--- config.mk ---
export PLATFORM = sky130hd
export DESIGN_NAME = pwidth_line_tx
export DESIGN_NICKNAME = d
export VERILOG_FILES = /design/src/rtl/pwtx_pkg.sv /design/src/rtl/pwtx_shifter.sv /design/src/rtl/pwtx_timer.sv /design/src/rtl/pwidth_line_tx.sv
export SDC_FILE = /design/constraint.sdc
export NUM_CORES = 1
export LEC_CHECK = 0
export ABC_AREA = 0
export CORE_MARGIN = 4
export CORE_UTILIZATION = 35
export CTS_CLUSTER_DIAMETER = 80
export DETAILED_ROUTE_END_ITERATION = 6
export DONT_BUFFER_PORTS = 1
export PLACE_DENSITY = 0.53
export SYNTH_ARGS = -nofsm -noshare
export SYNTH_HDL_FRONTEND = slang
export SYNTH_SLANG_ARGS = --single-unit
--- constraint.sdc ---
create_clock -name clk -period 11.5 [get_ports clk]
set_clock_uncertainty 0.1 [all_clocks]
set_input_delay 2.3 -clock clk [delete_from_list [all_inputs] [get_ports clk]]
set_output_delay 2.3 -clock clk [all_outputs]
set_load 0.01 [all_outputs]
--- src/rtl/pwtx_pkg.sv ---
package pwtx_pkg;
  typedef enum logic [0:0] {
    ST_IDLE = 1'b0,
    ST_SEND = 1'b1
  } tx_state_e;

  // Shortest accepted bit period in system clocks.
  localparam int unsigned MIN_PERIOD = 5;
  // Short phase is one part in HIGH_DIV of the period.
  localparam int unsigned HIGH_DIV   = 5;
endpackage

--- src/rtl/pwtx_shifter.sv ---
module pwtx_shifter #(
  parameter int unsigned DATA_W = 16,
  parameter int unsigned CNT_W  = $clog2(DATA_W + 1)
) (
  input  logic              clk,
  input  logic              rst,
  input  logic              load_i,
  input  logic [DATA_W-1:0] data_i,
  input  logic [CNT_W-1:0]  nbits_i,
  input  logic              shift_i,
  output logic              msb_o,
  output logic              last_o
);
  localparam logic [CNT_W-1:0] FULL = CNT_W'(DATA_W);
  localparam logic [CNT_W-1:0] ONE  = CNT_W'(1);

  logic [DATA_W-1:0] sr_q;
  logic [CNT_W-1:0]  left_q;
  logic [CNT_W-1:0]  align;

  // Move the selected low bits to the top so the shift always leaves from the MSB.
  assign align = FULL - nbits_i;

  always_ff @(posedge clk) begin
    if (rst) begin
      sr_q   <= '0;
      left_q <= '0;
    end else if (load_i) begin
      sr_q   <= data_i << align;
      left_q <= nbits_i;
    end else if (shift_i) begin
      sr_q   <= sr_q << 1;
      left_q <= left_q - ONE;
    end
  end

  assign msb_o  = sr_q[DATA_W-1];
  assign last_o = (left_q == ONE);

  // bits are only advanced while at least two remain.
  assert_shift_live_R4: assert property (@(posedge clk) disable iff (rst)
    shift_i |-> (left_q > ONE));
endmodule

--- src/rtl/pwtx_timer.sv ---
module pwtx_timer
  import pwtx_pkg::*;
#(
  parameter int unsigned DIV_W = 16
) (
  input  logic             clk,
  input  logic             rst,
  input  logic             load_i,
  input  logic [DIV_W-1:0] period_i,
  input  logic             run_i,
  input  logic             bit_i,
  output logic             bit_end_o,
  output logic             phase_zero_o,
  output logic             stay_high_o
);
  localparam logic [DIV_W-1:0] DIVISOR = DIV_W'(HIGH_DIV);
  localparam logic [DIV_W-1:0] ONE     = DIV_W'(1);

  logic [DIV_W-1:0] per_q;
  logic [DIV_W-1:0] hi_zero_q;
  logic [DIV_W-1:0] hi_one_q;
  logic [DIV_W-1:0] cnt_q;
  logic [DIV_W-1:0] short_len;
  logic [DIV_W:0]   cnt_next;
  logic [DIV_W-1:0] thr;

  assign short_len = period_i / DIVISOR;

  always_ff @(posedge clk) begin
    if (rst) begin
      per_q     <= '0;
      hi_zero_q <= '0;
      hi_one_q  <= '0;
      cnt_q     <= '0;
    end else if (load_i) begin
      per_q     <= period_i;
      hi_zero_q <= short_len;
      hi_one_q  <= period_i - short_len;
      cnt_q     <= '0;
    end else if (run_i) begin
      cnt_q <= bit_end_o ? '0 : cnt_q + ONE;
    end
  end

  assign bit_end_o    = run_i && (cnt_q == per_q - ONE);
  assign phase_zero_o = (cnt_q == '0);
  assign thr          = bit_i ? hi_one_q : hi_zero_q;
  assign cnt_next     = {1'b0, cnt_q} + {{DIV_W{1'b0}}, 1'b1};
  assign stay_high_o  = cnt_next < {1'b0, thr};

  // the phase counter stays inside the captured period.
  assert_cnt_bound_R4: assert property (@(posedge clk) disable iff (rst)
    run_i |-> (cnt_q < per_q));
  // the captured period does not move during a frame.
  assert_period_held_R9: assert property (@(posedge clk) disable iff (rst)
    (run_i && !load_i) |=> $stable(per_q));
  // the zero high phase is nonzero and shorter than the one high phase.
  assert_thr_order_R5: assert property (@(posedge clk) disable iff (rst)
    run_i |-> (hi_zero_q != '0) && (hi_zero_q < hi_one_q));
endmodule

--- src/rtl/pwidth_line_tx.sv ---
module pwidth_line_tx
  import pwtx_pkg::*;
#(
  parameter int unsigned DATA_W = 16,
  parameter int unsigned CNT_W  = $clog2(DATA_W + 1),
  parameter int unsigned DIV_W  = 16
) (
  input  logic              clk,
  input  logic              rst,
  input  logic              start_i,
  input  logic [DATA_W-1:0] data_i,
  input  logic [CNT_W-1:0]  nbits_i,
  input  logic [DIV_W-1:0]  period_i,
  output logic              line_o,
  output logic              busy_o,
  output logic              done_o
);
  localparam logic [CNT_W-1:0] MAX_BITS = CNT_W'(DATA_W);
  localparam logic [DIV_W-1:0] MIN_PER  = DIV_W'(MIN_PERIOD);

  tx_state_e state_q;
  logic      line_q;
  logic      done_q;
  logic      accept;
  logic      running;
  logic      msb;
  logic      last;
  logic      bit_end;
  logic      phase_zero;
  logic      stay_high;

  assign running = (state_q == ST_SEND);
  assign accept  = start_i && !running && (nbits_i != '0) &&
                   (nbits_i <= MAX_BITS) && (period_i >= MIN_PER);

  pwtx_shifter #(.DATA_W(DATA_W), .CNT_W(CNT_W)) u_shifter (
    .clk     (clk),
    .rst     (rst),
    .load_i  (accept),
    .data_i  (data_i),
    .nbits_i (nbits_i),
    .shift_i (bit_end && !last),
    .msb_o   (msb),
    .last_o  (last)
  );

  pwtx_timer #(.DIV_W(DIV_W)) u_timer (
    .clk          (clk),
    .rst          (rst),
    .load_i       (accept),
    .period_i     (period_i),
    .run_i        (running),
    .bit_i        (msb),
    .bit_end_o    (bit_end),
    .phase_zero_o (phase_zero),
    .stay_high_o  (stay_high)
  );

  always_ff @(posedge clk) begin
    if (rst) begin
      state_q <= ST_IDLE;
      line_q  <= 1'b0;
      done_q  <= 1'b0;
    end else begin
      done_q <= 1'b0;
      if (accept) begin
        state_q <= ST_SEND;
        line_q  <= 1'b1;
      end else if (running) begin
        if (bit_end) begin
          if (last) begin
            state_q <= ST_IDLE;
            line_q  <= 1'b0;
            done_q  <= 1'b1;
          end else begin
            line_q <= 1'b1;
          end
        end else begin
          line_q <= stay_high;
        end
      end
    end
  end

  assign line_o = line_q;
  assign busy_o = running;
  assign done_o = done_q;

  // the line rests low outside a frame.
  assert_idle_low_R10: assert property (@(posedge clk) disable iff (rst)
    !busy_o |-> !line_o);
  // done is a single-cycle pulse.
  assert_done_pulse_R8: assert property (@(posedge clk) disable iff (rst)
    done_o |=> !done_o);
  // done appears only as a frame closes.
  assert_done_closes_R8: assert property (@(posedge clk) disable iff (rst)
    done_o |-> (!busy_o && $past(busy_o)));
  // rising edges occur only at the first clock of a bit period.
  assert_rise_at_start_R4: assert property (@(posedge clk) disable iff (rst)
    (busy_o && $rose(line_o)) |-> phase_zero);
  // a frame never stops in the middle of a bit.
  assert_no_early_stop_R4: assert property (@(posedge clk) disable iff (rst)
    (busy_o && !bit_end) |=> busy_o);
endmodule

Word level (Yosys, flattened, before mapping) --
Index checks and enable logic that the tools add are counted.
Storage, ports and cells: word-level logic and storage cells 51, flip-flop bits (word level) 88, output and inout port bits 3
Operators by class: $add $sub $neg 6, eq/ne operators 2, shift-type cells 1, $lt $le $gt $ge 3, multiplexer cells 14, div/mod/pow operators 1, bitwise logic cells 2, reductions and logical operators 13
Operator list (number):
- 16-bit 2-to-1 mux | 4
- 16-bit by 1-bit adder with 17-bit output, second input constant | 1
- 17-bit by 16-bit less-than comparator with 1-bit output | 1
- 16-bit by 1-bit adder with 16-bit output, second input constant | 1
- 16-bit by 3-bit divider with 16-bit output, second input constant | 1
- 16-bit == test | 1
- 16-bit by 3-bit greater-or-equal comparator with 1-bit output, second input constant | 1
- 16-bit by 5-bit left shift with 16-bit output | 1
- 16-bit by 1-bit subtractor with 16-bit output, second input constant | 1
- 16-bit subtractor | 1
- 5-bit 2-to-1 mux | 2
- 1-bit 2-to-1 mux | 8
- 1-bit logical AND | 6
- 5-bit by 1-bit == test with 1-bit output, second input constant | 1
- 5-bit <= comparator, second input constant | 1
- 5-bit nonzero test | 1
- 5-bit by 1-bit subtractor with 5-bit output, second input constant | 1
- 5-bit subtractor, first input constant | 1
- 2-bit nonzero test | 2
- 4-bit OR reduction | 1
- 1-bit zero test | 2
- 1-bit inverter | 2
- 2-bit OR reduction | 1

Longest topological paths before layout --
depth in word-level cells 6, gate-level depth with buffers 47, gate-level depth less buffers 43

Hierarchy --
From an unflattened synthesis, not the netlist that was laid out.
Second synthesis, totals: cells, all modules 1028, area total of the unflattened synthesis 7992.7 µm²
Modules (own cells, without submodules):
- pwtx_timer | area an instance 6018.3 µm², seq. area each 1241.2 µm², cells an instance 810, times used 1
- pwtx_shifter | area an instance 1790.5 µm², seq. area each 420.4 µm², cells an instance 194, times used 1
- pwidth_line_tx | area an instance 183.9 µm², seq. area each 60.1 µm², cells an instance 24, times used 1

Least setup slack after synthesis --
No wires, ideal clock.
path kind input to register, start point in period_i[10], end point reg u_timer.hi_one_q[14], stages 44, path slack 0.857 ns, path buffers 2, data required time 11.314 ns, arrival time 10.457 ns, cells stage by stage buf_2 > buf_2 > a21oi_1 > o2111ai_2 > nand2_2 > or3_1 > a22oi_2 > a211oi_4 > maj3_1 > a2111oi_2 > a31o_2 > o21ai_0 > o21ai_0 > a21oi_1 > ha_1 > ha_1 > nand2b_1 > nand2_1 > [... 8 more ...] > ha_1 > inv_1 > fa_1 > a21oi_1 > nor2_1 > nor2_1 > o21ai_0 > a21oi_1 > o21ai_0 > a21oi_1 > o21ai_0 > a21oi_1 > o21ai_0 > a21oi_1 > o21ai_0 > a21oi_1 > xnor2_1 > a211oi_1
On the way: cells in the longest elaborated chain, start to end 2, elaborated cells between the ends (all ways) 4, those cells by class 1 x add/sub; 1 x div; 1 x order compare; 1 x reduce/logical
RTL lines:
- start, declared | RTL line pwidth_line_tx.sv:13 | input logic [DIV_W-1:0] period_i,
- 16-bit by 3-bit divider with 16-bit output | RTL line pwtx_timer.sv:27 | assign short_len = period_i / DIVISOR;
- net u_timer.short_len[0] | RTL line pwtx_timer.sv:23 | logic [DIV_W-1:0] short_len;
- 16-bit subtractor | RTL line pwtx_timer.sv:38 | hi_one_q <= period_i - short_len;
- end signal, assigned | RTL line pwtx_timer.sv:38
- end, declared | RTL line pwtx_timer.sv:21 | logic [DIV_W-1:0] hi_one_q;
The timed path passes the listed nets, and every way through them passes these cells. A chain may end at the register's enable or synchronous reset.

Worst setup path in the final report --
start point in period_i[11], end point reg u_timer.hi_one_q[14]
Same word-level chain as after synthesis.

==> results.txt <==
The setup violation total in the final timing report was 0; the clock latency reported for the late side of the worst-skew pair was 350 ps. For the pin with the worst max-slew slack, the measured transition is 1030 ps. On the critical path, the stage with the largest delay is an instance of or4_4. The number of placed cells counting well taps is 1,225, and the routed length per placed instance is 15.6 um. Cell type with the largest total area after synthesis: dfxtp_1. After filler insertion, the fill cell instance count of the layout stands at 2,243.

The detailed-route vias per instance was 5.52; the leakage dissipation was 2.93 nW. 43 I/O pins were placed. The run gives 5 as the total iterations of the first detailed-routing run. The logs give 0.230 for the post-synthesis sequential area ratio and 6,506 for the number of global-route vias before repair. The share of synthesized cell area in and, or, nand and nor gates was 0.250. The initialized floorplan defines 53 standard-cell rows.

In this run, the number of DRC markers left after iteration 0 of detailed routing was 400. Share of the synthesized area in the top cell type: 0.230. The placed instances occupy a cell area of 0.00763 sq mm.

The highest layer touched by signal routing is met4. The worst max-slew margin expressed relative to the limit came out at 0.309. In this run the clock root is driven by a clkbuf_16.

The maximum clock frequency was 0.0933 GHz. The cell that appears most often on the critical path is a21oi_1. For this block, the via count after detailed routing is 6,865. For the initial antenna violation count, the log shows 0.

The mean post-synth cell area is 7.42 sq um. The largest net degree at the start of global routing is 72. The tools report the category of the worst setup path launch point as an input port. The class of the tightest hold or removal check was reg2reg. The antenna diode count was 0; the post-route minimum period was 10,710 ps. The critical path is of the in2reg type. The share of flip-flops with an asynchronous set or reset is 0. The cell area after technology mapping was 0.00750 sq mm.

Data on the critical path is required at its endpoint by 11,670 ps. The first global-routing pass estimated 32.9 mm of wire. The fraction of synthesized area in multiplexers is 0.0571, and the number of maximum-capacitance constraint violations is 0.

For this design the ratio of total power to cell area is 130 mW/mm^2. The worst-case IR drop observed on VDD is 64.2 uV. Once detailed placement completed, the half-perimeter wirelength came to 14.1 mm. Data on the critical path arrives at its endpoint at 10,880 ps.

The worst hold path passes through 2 cells. Among all flip-flop cells after synthesis, the most frequent one is dfxtp_1. The area growth from synthesis to layout is 7.36%. Counting distinct cell types in the post-synthesis netlist gives 82. The biggest fanout along the worst timing path came out at 19.

Yosys attributes the largest share of cell area to dfxtp_1 (23%), ha_1 (6.3%), nand2_1 (5.8%), a21oi_1 (5.7%), o21ai_0 (4.9%). The global-route congestion overflow total was 0; the cell depth of the worst flop-to-flop path was 15. The logs give 0 for the number of hold-slack violations in the final timing report and 86 for the number of clock sinks. The delay of the slowest cell on the worst path is 550 ps, and the overall die width is 154 um. The worst-case clock buffer depth was 2.

After detailed routing, the met2 layer carries 8.95 mm of wire. The global routing usage summed across all routing layers came out at 0.163. The cell area after layout was 0.00805 sq mm; the sum of routed wire length over all layers was 19.4 mm. Share of layout cells above drive strength 1: 0.0764. In the post-synthesis netlist, the cell with the most instances is nand2_1. For this run, the number of standard cells in the final layout without fillers is 1,243. In this run the number of H-tree levels came out at 3. The number of nets with antenna violations after detailed routing is 0.

The post-synthesis xor/xnor area fraction is 0.0666. The post-route clock period utilization was 0.932. The clock-pin slew on the worst setup and hold paths works out to 70 ps.

After detailed routing, the number of remaining DRC violations is 0. The largest family of logic cells by synthesized area is compound AO/OA/AOI/OAI gates. For the number of standard cells after synthesis, the log shows 1,011. After synthesis, the most frequently instantiated cells are nand2_1 (115), nor2_1 (93), a21oi_1 (86), dfxtp_1 (86), o21ai_0 (73). For this run, the number of Yosys warnings is 0.

The routed metal-1 wire length is 9.63 mm, and the number of nets in the finished design is 1,042. Synthesized-area fraction occupied by adder cells: 0.0674. The run gives 0.00172 sq mm as the sequential cell area. The run gives 0 as the final-report max-slew violation count. The flow ran to the end, and the final reports show no timing, DRC or antenna violations.

The number of buffers added on ports was 0. The met3 wire length is 782 um. The vertical die dimension works out to 154 um.

TritonCTS built the clock tree. The kind of end point of the critical path was a register. The total of flip-flops plus latches after synthesis was 86. The die covers 0.0238 sq mm. The core occupancy in the finished layout is 0.383, and the area of combinational cells with multiple inputs is 0.00538 sq mm.

For the placer's final routability congestion estimate, the log shows 0.843. After floorplanning, the core was sized to cover 0.0210 sq mm. TritonCTS created 9 clock buffers. Fraction of the mapped netlist area in compound gates: 0.268. The number of nets handed over by synthesis was 1,090. The power after layout was 0.00104 W; the effective utilization at floorplan was 0.357. The number of flops mapped to enable cells by yosys is 0.
[cells by family after synthesis]
group,count (synthesis)
multiplexers,37
AND/OR/NAND/NOR,380
buffers and inverters,110
flip-flops,86
adder cells (fa/ha/maj),40
AO/OA/AOI/OAI,301
XOR/XNOR,57
[worst paths after layout]
kind | startpoint | to | slack [ps]
max | period_i[11] | u_timer.hi_one_q[14] | 790
min | u_timer.hi_one_q[6] | u_timer.hi_one_q[6] | 350
max reg2reg | u_timer.per_q[2] | u_shifter.sr_q[8] | 7270
min reg2reg | u_timer.hi_one_q[6] | u_timer.hi_one_q[6] | 350
[per-layer routing]
layer,vias up,track usage
met5,-,0
met4,0,0.0189
met3,8,0.0358
met2,111,0.266
met1,3191,0.227
li1,3555,-
[through the flow]
| step | worst slack [ps] | hold slack (ps) | setup TNS, ps |
|---|---|---|---|
| finish | 786 | 350 | 0 |
| detailed placement | 295 | 338 | 0 |
| floorplan | 857 | 332 | 0 |
| CTS | 605 | 348 | 0 |
| global placement | 413 | 334 | 0 |
| global route | -8.04 | 367 | -8.04 |
[critical path: cells and delay by family]
kind,cells,cell delay (ps)
AO/OA/AOI/OAI,23,4470
adder cells (fa/ha/maj),5,1310
AND/OR/NAND/NOR,12,2650
XOR/XNOR,1,80
buffers and inverters,1,50
[cells in the final DEF (no fill, tap or decap), drive strengths merged, types with 11 or more instances in the layout]
master	count
o211ai	12
a21oi	88
and3	11
nand2b	17
a31oi	11
ha	38
a211oi	36
xor2	21
nor4	11
o21ai	76
nor2	93
nor3b	12
mux2i	27
nor3	17
xnor2	36
nor2b	15
nand3	40
o21a	14
buf	15
inv	36
nand2	116
dfxtp	86
[report_power, final]
group	switching, W	internal [W]	total [W]
sequential	0.0000137	0.000318	0.000332
clock	0.000130	0.000220	0.000350
combinational	0.000200	0.000161	0.000361
total	0.000343	0.000700	0.00104
[what timing repair did]
item                                   4_1_cts  5_1_grt
setup buffers                                0        2
resized for setup                            0       11
hold buffers                                 0        0
endpoints found under the hold margin        0        0
setup endpoints to repair                    0        3
[final cells by class]
cell class                      instances  share of cell area
Clock buffer                           10              0.0297
Multi-Input combinational cell        815               0.669
Sequential cell                        86               0.214
Inverter                               36              0.0168
Timing Repair Buffer                   15              0.0140
Tap cell                              275              0.0427
Clock inverter                          6              0.0143
[registers in the layout (all words and copies together), names as in the netlist]
register           count
busy_o                 1
done_o                 1
line_o                 1
u_shifter.left_q       5
u_shifter.sr_q        16
u_timer.cnt_q         16
u_timer.hi_one_q      16
u_timer.hi_zero_q     14
u_timer.per_q         16
No activity file was read; power rests on OpenSTA's default activity.
